$ cat config.mk
export PLATFORM = sky130hd
export DESIGN_NAME = wincmp_monitor
export DESIGN_NICKNAME = d
export VERILOG_FILES = /design/src/rtl/wcmp_pkg.sv /design/src/rtl/wcmp_regs.sv /design/src/rtl/wcmp_chan.sv /design/src/rtl/wcmp_alert.sv /design/src/rtl/wincmp_monitor.sv
export SDC_FILE = /design/constraint.sdc
export NUM_CORES = 2
export LEC_CHECK = 0
export ABC_AREA = 1
export ABC_CLOCK_PERIOD_IN_PS = 2900
export BUFFER_PORTS_ARGS = -buffer_cell sky130_fd_sc_hd__buf_2
export CORE_ASPECT_RATIO = 1.25
export CORE_MARGIN = 2
export CORE_UTILIZATION = 59
export CTS_CLUSTER_DIAMETER = 80
export DETAILED_ROUTE_END_ITERATION = 6
export GPL_TIMING_DRIVEN = 0
export PLACE_DENSITY = 0.79
export SYNTH_ARGS = -nofsm -noshare
export SYNTH_HDL_FRONTEND = slang
export SYNTH_SLANG_ARGS = --single-unit
export TNS_END_PERCENT = 30
$ cat constraint.sdc
create_clock -name clk -period 2.9 [get_ports clk]
set_input_delay 0.145 -clock clk [delete_from_list [all_inputs] [get_ports clk]]
set_output_delay 0.145 -clock clk [all_outputs]
set_load 0.005 [all_outputs]
$ cat src/rtl/wcmp_pkg.sv
package wcmp_pkg;
  // Register addresses of the comparator
  localparam int ADR_CTRL   = 'h00;  // bit0 enable, bit1 push-pull alert
  localparam int ADR_AMASK  = 'h01;  // alert channel mask
  localparam int ADR_REGION = 'h02;  // 1 = in-band detection
  localparam int ADR_FHI    = 'h04;  // high flags, write 1 to clear
  localparam int ADR_FLO    = 'h05;  // low flags, write 1 to clear
  localparam int ADR_FANY   = 'h06;  // OR of both, read only
  localparam int ADR_CHBASE = 'h20;  // per-channel block, stride 4

  typedef enum logic [1:0] {
    FLD_HYST  = 2'd0,
    FLD_HIGH  = 2'd1,
    FLD_COUNT = 2'd2,
    FLD_LOW   = 2'd3
  } chfield_e;
endpackage

$ cat src/rtl/wcmp_regs.sv
module wcmp_regs
  import wcmp_pkg::*;
#(
  parameter int NCH  = 8,
  parameter int DW   = 12,
  parameter int CNTW = 4,
  parameter int AW   = 8,
  parameter int RW   = 16
) (
  input  logic                      clk,
  input  logic                      rst,
  input  logic                      wr_en,
  input  logic [AW-1:0]             wr_addr,
  input  logic [RW-1:0]             wr_data,
  input  logic [AW-1:0]             rd_addr,
  output logic [RW-1:0]             rd_data,
  input  logic [NCH-1:0]            flag_hi,
  input  logic [NCH-1:0]            flag_lo,
  output logic                      en,
  output logic                      pp_mode,
  output logic [NCH-1:0]            amask,
  output logic [NCH-1:0]            region,
  output logic [NCH-1:0][DW-1:0]    hyst,
  output logic [NCH-1:0][DW-1:0]    hi_th,
  output logic [NCH-1:0][DW-1:0]    lo_th,
  output logic [NCH-1:0][CNTW-1:0]  evcnt,
  output logic [NCH-1:0]            clr_hi,
  output logic [NCH-1:0]            clr_lo
);
  localparam int CHW   = $clog2(NCH);
  localparam int CHEND = ADR_CHBASE + 4 * NCH;

  logic [AW-1:0]  w_off, r_off;
  logic [CHW-1:0] w_ch, r_ch;
  logic           w_in, r_in;
  chfield_e       w_fld, r_fld;
  logic [RW-1:0]  rb;

  assign w_off = wr_addr - AW'(ADR_CHBASE);
  assign r_off = rd_addr - AW'(ADR_CHBASE);
  assign w_ch  = w_off[CHW+1:2];
  assign r_ch  = r_off[CHW+1:2];
  assign w_fld = chfield_e'(w_off[1:0]);
  assign r_fld = chfield_e'(r_off[1:0]);
  assign w_in  = (wr_addr >= AW'(ADR_CHBASE)) && (wr_addr < AW'(CHEND));
  assign r_in  = (rd_addr >= AW'(ADR_CHBASE)) && (rd_addr < AW'(CHEND));

  assign clr_hi = (wr_en && wr_addr == AW'(ADR_FHI)) ? wr_data[NCH-1:0] : '0;
  assign clr_lo = (wr_en && wr_addr == AW'(ADR_FLO)) ? wr_data[NCH-1:0] : '0;

  always_ff @(posedge clk) begin
    if (rst) begin
      en      <= 1'b0;
      pp_mode <= 1'b0;
      amask   <= '0;
      region  <= '0;
      hyst    <= '0;
      hi_th   <= '1;
      lo_th   <= '0;
      evcnt   <= '0;
    end else if (wr_en) begin
      if (wr_addr == AW'(ADR_CTRL)) begin
        en      <= wr_data[0];
        pp_mode <= wr_data[1];
      end else if (wr_addr == AW'(ADR_AMASK)) begin
        amask <= wr_data[NCH-1:0];
      end else if (wr_addr == AW'(ADR_REGION)) begin
        region <= wr_data[NCH-1:0];
      end else if (w_in) begin
        case (w_fld)
          FLD_HYST:  hyst[w_ch]  <= wr_data[DW-1:0];
          FLD_HIGH:  hi_th[w_ch] <= wr_data[DW-1:0];
          FLD_COUNT: evcnt[w_ch] <= wr_data[CNTW-1:0];
          default:   lo_th[w_ch] <= wr_data[DW-1:0];
        endcase
      end
    end
  end

  always_comb begin
    rb = '0;
    if (rd_addr == AW'(ADR_CTRL))        rb[1:0] = {pp_mode, en};
    else if (rd_addr == AW'(ADR_AMASK))  rb[NCH-1:0] = amask;
    else if (rd_addr == AW'(ADR_REGION)) rb[NCH-1:0] = region;
    else if (rd_addr == AW'(ADR_FHI))    rb[NCH-1:0] = flag_hi;
    else if (rd_addr == AW'(ADR_FLO))    rb[NCH-1:0] = flag_lo;
    else if (rd_addr == AW'(ADR_FANY))   rb[NCH-1:0] = flag_hi | flag_lo;
    else if (r_in) begin
      case (r_fld)
        FLD_HYST:  rb[DW-1:0]   = hyst[r_ch];
        FLD_HIGH:  rb[DW-1:0]   = hi_th[r_ch];
        FLD_COUNT: rb[CNTW-1:0] = evcnt[r_ch];
        default:   rb[DW-1:0]   = lo_th[r_ch];
      endcase
    end
  end

  always_ff @(posedge clk) begin
    if (rst) rd_data <= '0;
    else     rd_data <= rb;
  end

  // a write to the high-threshold field of channel 0 lands in that channel
  assert_wr_lands_R3: assert property (@(posedge clk) disable iff (rst)
    (wr_en && wr_addr == AW'(ADR_CHBASE + 1)) |=> hi_th[0] == $past(wr_data[DW-1:0]));
endmodule

$ cat src/rtl/wcmp_chan.sv
module wcmp_chan #(
  parameter int DW   = 12,
  parameter int CNTW = 4
) (
  input  logic            clk,
  input  logic            rst,
  input  logic            en,
  input  logic            hit,
  input  logic [DW-1:0]   code,
  input  logic [DW-1:0]   hi_th,
  input  logic [DW-1:0]   lo_th,
  input  logic [DW-1:0]   hyst,
  input  logic [CNTW-1:0] evcnt,
  input  logic            inband,
  input  logic            clr_hi,
  input  logic            clr_lo,
  output logic            flag_hi,
  output logic            flag_lo
);
  localparam logic [CNTW-1:0] CMAX = '1;

  logic [CNTW-1:0] cnt_h, cnt_l;
  logic            act_h, act_l, band, viol_h, viol_l, set_h, set_l;
  logic [DW:0]     sum_h, sum_l;

  // A side is already violating when its previous sample was a violation
  assign act_h = (cnt_h != '0);
  assign act_l = (cnt_l != '0);
  assign sum_h = {1'b0, code} + {1'b0, hyst};
  assign sum_l = {1'b0, lo_th} + {1'b0, hyst};
  assign band  = (code >= lo_th) && (code <= hi_th);

  assign viol_h = inband ? band :
                  (act_h ? (sum_h >= {1'b0, hi_th}) : (code > hi_th));
  assign viol_l = inband ? band :
                  (act_l ? ({1'b0, code} <= sum_l) : (code < lo_th));

  assign set_h = en && hit && viol_h && (cnt_h >= evcnt);
  assign set_l = en && hit && viol_l && (cnt_l >= evcnt);

  always_ff @(posedge clk) begin
    if (rst || !en) begin
      cnt_h <= '0;
      cnt_l <= '0;
    end else if (hit) begin
      cnt_h <= viol_h ? ((cnt_h == CMAX) ? CMAX : cnt_h + 1'b1) : '0;
      cnt_l <= viol_l ? ((cnt_l == CMAX) ? CMAX : cnt_l + 1'b1) : '0;
    end
  end

  always_ff @(posedge clk) begin
    if (rst) begin
      flag_hi <= 1'b0;
      flag_lo <= 1'b0;
    end else begin
      flag_hi <= set_h | (flag_hi & ~clr_hi);
      flag_lo <= set_l | (flag_lo & ~clr_lo);
    end
  end

  assert_flag_needs_en_R2: assert property (@(posedge clk) disable iff (rst)
    ($rose(flag_hi) || $rose(flag_lo)) |-> ($past(en) && $past(hit)));
  assert_flag_after_run_R4: assert property (@(posedge clk) disable iff (rst)
    $rose(flag_hi) |-> ($past(cnt_h) >= $past(evcnt)));
  assert_flag_sticky_R9: assert property (@(posedge clk) disable iff (rst)
    (flag_hi && !clr_hi) |=> flag_hi);
endmodule

$ cat src/rtl/wcmp_alert.sv
module wcmp_alert #(
  parameter int NCH = 8
) (
  input  logic           clk,
  input  logic           rst,
  input  logic [NCH-1:0] flags_any,
  input  logic [NCH-1:0] amask,
  input  logic           pp_mode,
  output logic           alert_o,
  output logic           alert_oe
);
  logic active;
  assign active = |(flags_any & amask);

  always_ff @(posedge clk) begin
    if (rst) begin
      alert_o  <= 1'b0;
      alert_oe <= 1'b0;
    end else if (pp_mode) begin
      alert_oe <= 1'b1;
      alert_o  <= ~active;
    end else begin
      alert_oe <= active;
      alert_o  <= 1'b0;
    end
  end

  assert_od_release_R10: assert property (@(posedge clk) disable iff (rst)
    !alert_oe |-> !alert_o);
  assert_pp_drives_R10: assert property (@(posedge clk) disable iff (rst)
    $past(pp_mode) |-> alert_oe);
  assert_alert_cause_R7: assert property (@(posedge clk) disable iff (rst)
    (alert_oe && !alert_o) |-> $past(|(flags_any & amask)));
endmodule

$ cat src/rtl/wincmp_monitor.sv
module wincmp_monitor #(
  parameter int NCH  = 8,
  parameter int DW   = 12,
  parameter int CNTW = 4,
  parameter int AW   = 8,
  parameter int RW   = 16
) (
  input  logic                   clk,
  input  logic                   rst,
  input  logic                   s_valid,
  input  logic [$clog2(NCH)-1:0] s_chan,
  input  logic [DW-1:0]          s_code,
  input  logic                   wr_en,
  input  logic [AW-1:0]          wr_addr,
  input  logic [RW-1:0]          wr_data,
  input  logic [AW-1:0]          rd_addr,
  output logic [RW-1:0]          rd_data,
  output logic                   alert_o,
  output logic                   alert_oe
);
  localparam int CHW = $clog2(NCH);

  logic                     en, pp_mode;
  logic [NCH-1:0]           amask, region, clr_hi, clr_lo, flag_hi, flag_lo;
  logic [NCH-1:0][DW-1:0]   hyst, hi_th, lo_th;
  logic [NCH-1:0][CNTW-1:0] evcnt;

  wcmp_regs #(.NCH(NCH), .DW(DW), .CNTW(CNTW), .AW(AW), .RW(RW)) u_regs (
    .clk(clk), .rst(rst), .wr_en(wr_en), .wr_addr(wr_addr), .wr_data(wr_data),
    .rd_addr(rd_addr), .rd_data(rd_data), .flag_hi(flag_hi), .flag_lo(flag_lo),
    .en(en), .pp_mode(pp_mode), .amask(amask), .region(region), .hyst(hyst),
    .hi_th(hi_th), .lo_th(lo_th), .evcnt(evcnt), .clr_hi(clr_hi), .clr_lo(clr_lo)
  );

  for (genvar c = 0; c < NCH; c++) begin : g_chan
    wcmp_chan #(.DW(DW), .CNTW(CNTW)) u_chan (
      .clk(clk), .rst(rst), .en(en),
      .hit(s_valid && (s_chan == CHW'(c))),
      .code(s_code), .hi_th(hi_th[c]), .lo_th(lo_th[c]), .hyst(hyst[c]),
      .evcnt(evcnt[c]), .inband(region[c]), .clr_hi(clr_hi[c]), .clr_lo(clr_lo[c]),
      .flag_hi(flag_hi[c]), .flag_lo(flag_lo[c])
    );
  end

  wcmp_alert #(.NCH(NCH)) u_alert (
    .clk(clk), .rst(rst), .flags_any(flag_hi | flag_lo), .amask(amask),
    .pp_mode(pp_mode), .alert_o(alert_o), .alert_oe(alert_oe)
  );
endmodule

==> impl_metrics.csv <==
group,metric,value,unit
pwr,irDropWorstVdd,0.477,mV
grt,grtUsageTotal,0.483,
placement,routabilityCongestion,1.11,
grt,grt_pass1_vias,38800,
logic_synthesis,synthDominantAreaCellType,"dfxtp_1",
placement,placed_cells,6307,
detailed_routing,detailedRoute.firstIterationViolations,4990,
layout,utilization,0.680,
detailed_routing,antenna_left,0,
logic_synthesis,yosys_warnings,0,
logic_synthesis,yosysSeqAreaShare,0.225,
sta,layout_min_cycle_time,3.24,ns
detailed_routing,vias,41900,
logic_synthesis,post-synth-top-area-fraction,0.225,
sta,relSlewSlack,-0.230,
die,placementRows,104,
clock_tree,cts-buffers-inserted,46,
logic_synthesis,yosysUniqueCellTypes,60,
sta,worst_hold_slack,0.0280,ns
die,num_io_pins,69,
logic_synthesis,synth_enable_flop_cells,0,
sta,post-route-worst-setup-slack,-0.336,ns
layout,filler_cells,5558,
logic_synthesis,post-synth-top-count-cell,"nand2_1",
critical_path,cp.buffers_inverters,1,
critical_path,crit_arrival,3.69,ns
logic_synthesis,post_synth.cell_area_avg,7.12,sq um
logic_synthesis,yosys_reg_bits,432,
clock_tree,max-clock-path-buffers,3,
die,initial_utilization,0.597,
clock_tree,cts_root_buf,"clkbuf_16",
flow_run,max_cap_viol_count,9,
sta,timing.final.crit_share,1.12,
die,dieHeight,289,um
critical_path,critical_path.top_delay_family,"simple AND/OR/NAND/NOR gates",
critical_path,crit_path_max_fanout,5,
grt,grt_start_max_net_pins,34,
logic_synthesis,netlist_area,38500,sq um
sta,setup_viol,80,
logic_synthesis,dominantRegCellSynth,"dfxtp_1",
clock_tree,number_of_sinks_driven_by_the_clock_tree,432,
grt,grt_first_pass_wirelength,239,mm
logic_synthesis,synth_cells,5405,
clock_tree,tritoncts_clock_tree,"done",
critical_path,timing.critical_path.to_type,"flip-flop",
sta,slew_at_the_pin_closest_to_its_max_slew_limit,1.85,ns
logic_synthesis,synth.top_cells.by_count,"891 x nand2_1, 734 x a21oi_1, 721 x inv_1",
layout,stdcell_area,43800,sq um
clock_tree,clk_pin_slew,0.06,ns
pwr,power-per-cell-area,335,nW/um^2
clock_tree,clkLatencyLatePin,0.61,ns
sta,final.setup.tns,-17.45,ns
detailed_routing,detail_route.vias_per_cell,6.47,
pwr,total_leakage_power,20.1,nW
critical_path,start_kind,"flip-flop",
outcome,violations,"max-capacitance violations, max-slew violations, negative setup slack",
sta,achievable_frequency,309,MHz
layout,drive_above_1_share,0.133,
clock_tree,h-tree-depth,2,
critical_path,cp.required,3.36,ns
critical_path,crit_path_cell_trace,"ha_4 -> nand2_4 -> nor3_2 -> nand2_1 -> o211ai_1 -> nand3_1 -> nand2_2 -> a21oi_2 -> nor2_1 -> nor2_1 -> xor2_1 -> inv_1 -> ha_2 -> a211o_1 -> or2_4 -> nor2_4 -> nand3_4 -> nand2_4 -> nand2_8 -> nand2_2 -> a21oi_1",
min_path,timing.hold.worst.class,"input port to flip-flop",
die,floorplan.core_area,64400,sq um
logic_synthesis,postSynth.asyncResetShare,0,
grt,antenna_violations_before_repair,7,
layout,area.growth.synth_to_final,13.8,%
die,die_w,232,um
sta,timing_max_transition_violations_final,151,
pwr,totalPowerFinal,14.7,mW
sta,clock_skew,0.0262,ns
critical_path,cell_type_of_the_slowest_stage_on_the_worst_timing_path,"dfxtp_4",
critical_path,crit_type,"flip-flop to flip-flop",
critical_path,setup_slack_of_the_worst_register_to_register_path,-0.34,ns
detailed_routing,wl_per_cell,26.1,um
detailed_routing,routed_wirelength,169,mm
sta,rsz0062_at_grt,"true",
detailed_routing,drt_drc_violations_left,0,
critical_path,critical-path-max-stage-delay,0.38,ns
sta,timing_hold_violations_final,0,
placement,hpwl,124,mm
placement,dp_worst_setup_slack,-2.60,ns
logic_synthesis,synth.top_cells.by_area,"dfxtp_1 22%, ha_1 22%, a21oi_1 9.6%",
layout,instances_no_fill,6476,
placement,port_buffers,50,
placement,placedInstanceArea,39800,sq um
outcome,run_status,"finished with violations",
detailed_routing,drt_pre_antenna_iters,7,
die,die_area,67300,sq um
layout,design.final.nets,6329,
grt,grt.overflow.total,0,
[registers in the layout (all words and copies together) (netlist names), 8 cells and up]
| register | cells |
|---|---|
| u_regs.hi_th | 96 |
| g_chan.u_chan.flag_hi | 8 |
| g_chan.u_chan.flag_lo | 8 |
| g_chan.u_chan.cnt_h | 32 |
| u_regs.hyst | 96 |
| u_regs.rd_data | 12 |
| u_regs.lo_th | 96 |
| u_regs.amask | 8 |
| g_chan.u_chan.cnt_l | 32 |
| u_regs.region | 8 |
| u_regs.evcnt | 32 |
[worst register-to-register path, delay by kind of cell, from the launching register on]
family | cells | cell delay [ns]
fa+ha+maj | 2 | 0.47
simple gates | 13 | 1.56
flops | 1 | 0.38
compound gates | 4 | 0.48
xor+xnor | 1 | 0.15
buf+inv | 1 | 0.06
[layer usage]
metal	global-route usage	part of all wire
met1	0.543	0.35
met2	0.744	0.42
met3	0.123	0.11
met4	0.458	0.12
met5	0	0.00027
[path summary, 6_finish.rpt]
path,start,endpoint,cells after the start
max,u_regs.hyst[89]$_SDFFE_PP0P_,g_chan[7].u_chan.cnt_h[1]$_SDFFE_PP0P_,21
min reg2reg,g_chan[5].u_chan.cnt_h[0]$_SDFFE_PP0P_,g_chan[5].u_chan.cnt_h[0]$_SDFFE_PP0P_,2
min,s_chan[0],g_chan[0].u_chan.cnt_l[3]$_SDFFE_PP0P_,5
max reg2reg,u_regs.hyst[89]$_SDFFE_PP0P_,g_chan[7].u_chan.cnt_h[1]$_SDFFE_PP0P_,21
[layout by cell type (no fill, tap or decap), types with 66 or more instances in the layout]
cell / n
o211ai_1: 140
buf_2: 80
buf_4: 106
nor2_1: 256
clkbuf_1: 106
nand3_1: 164
nand2_2: 66
inv_1: 702
o21ai_0: 483
nor3_1: 83
dfxtp_1: 346
nand2_1: 810
a21oi_1: 685
ha_1: 618
xor2_1: 105
[power by group]
part | switching [mW] | total, mW | internal, mW
clock network | 2.67 | 6.51 | 3.84
registers | 0.0181 | 5.93 | 5.91
logic | 1.63 | 2.23 | 0.608
total | 4.32 | 14.7 | 10.4
[what timing repair did]
item | 4_1_cts | 5_1_grt
setup endpoints to repair | 80 | 80
hold endpoints to repair | 3 | 0
hold buffers | 3 | 0
pin swaps | 57 | 101
buffers inserted | 45 | 35
resized for setup | 271 | 196
[cell families after synthesis]
family | count (synthesis) | share of synthesized area
compound gates | 1629 | 0.238
simple gates | 1563 | 0.176
buf+inv | 931 | 0.0979
fa+ha+maj | 688 | 0.227
flops | 432 | 0.225
xor+xnor | 161 | 0.0367
other cells | 1 | 0.0000975
[area by class of cell]
| class | instances | area [sq um] | share of cell area |
|---|---|---|---|
| multi-input combinational | 4045 | 27500 | 0.628 |
| sequential | 432 | 8860 | 0.202 |
| inverter | 753 | 2840 | 0.0648 |
| clock buffer | 68 | 1390 | 0.0316 |
| tap | 848 | 1060 | 0.0242 |
| timing repair buffer | 134 | 957 | 0.0219 |
| buffer | 178 | 938 | 0.0214 |
| clock inverter | 14 | 239 | 0.00546 |
| antenna | 4 | 10.0 | 0.000229 |
Note: power is estimated with default switching activity, not from simulation.
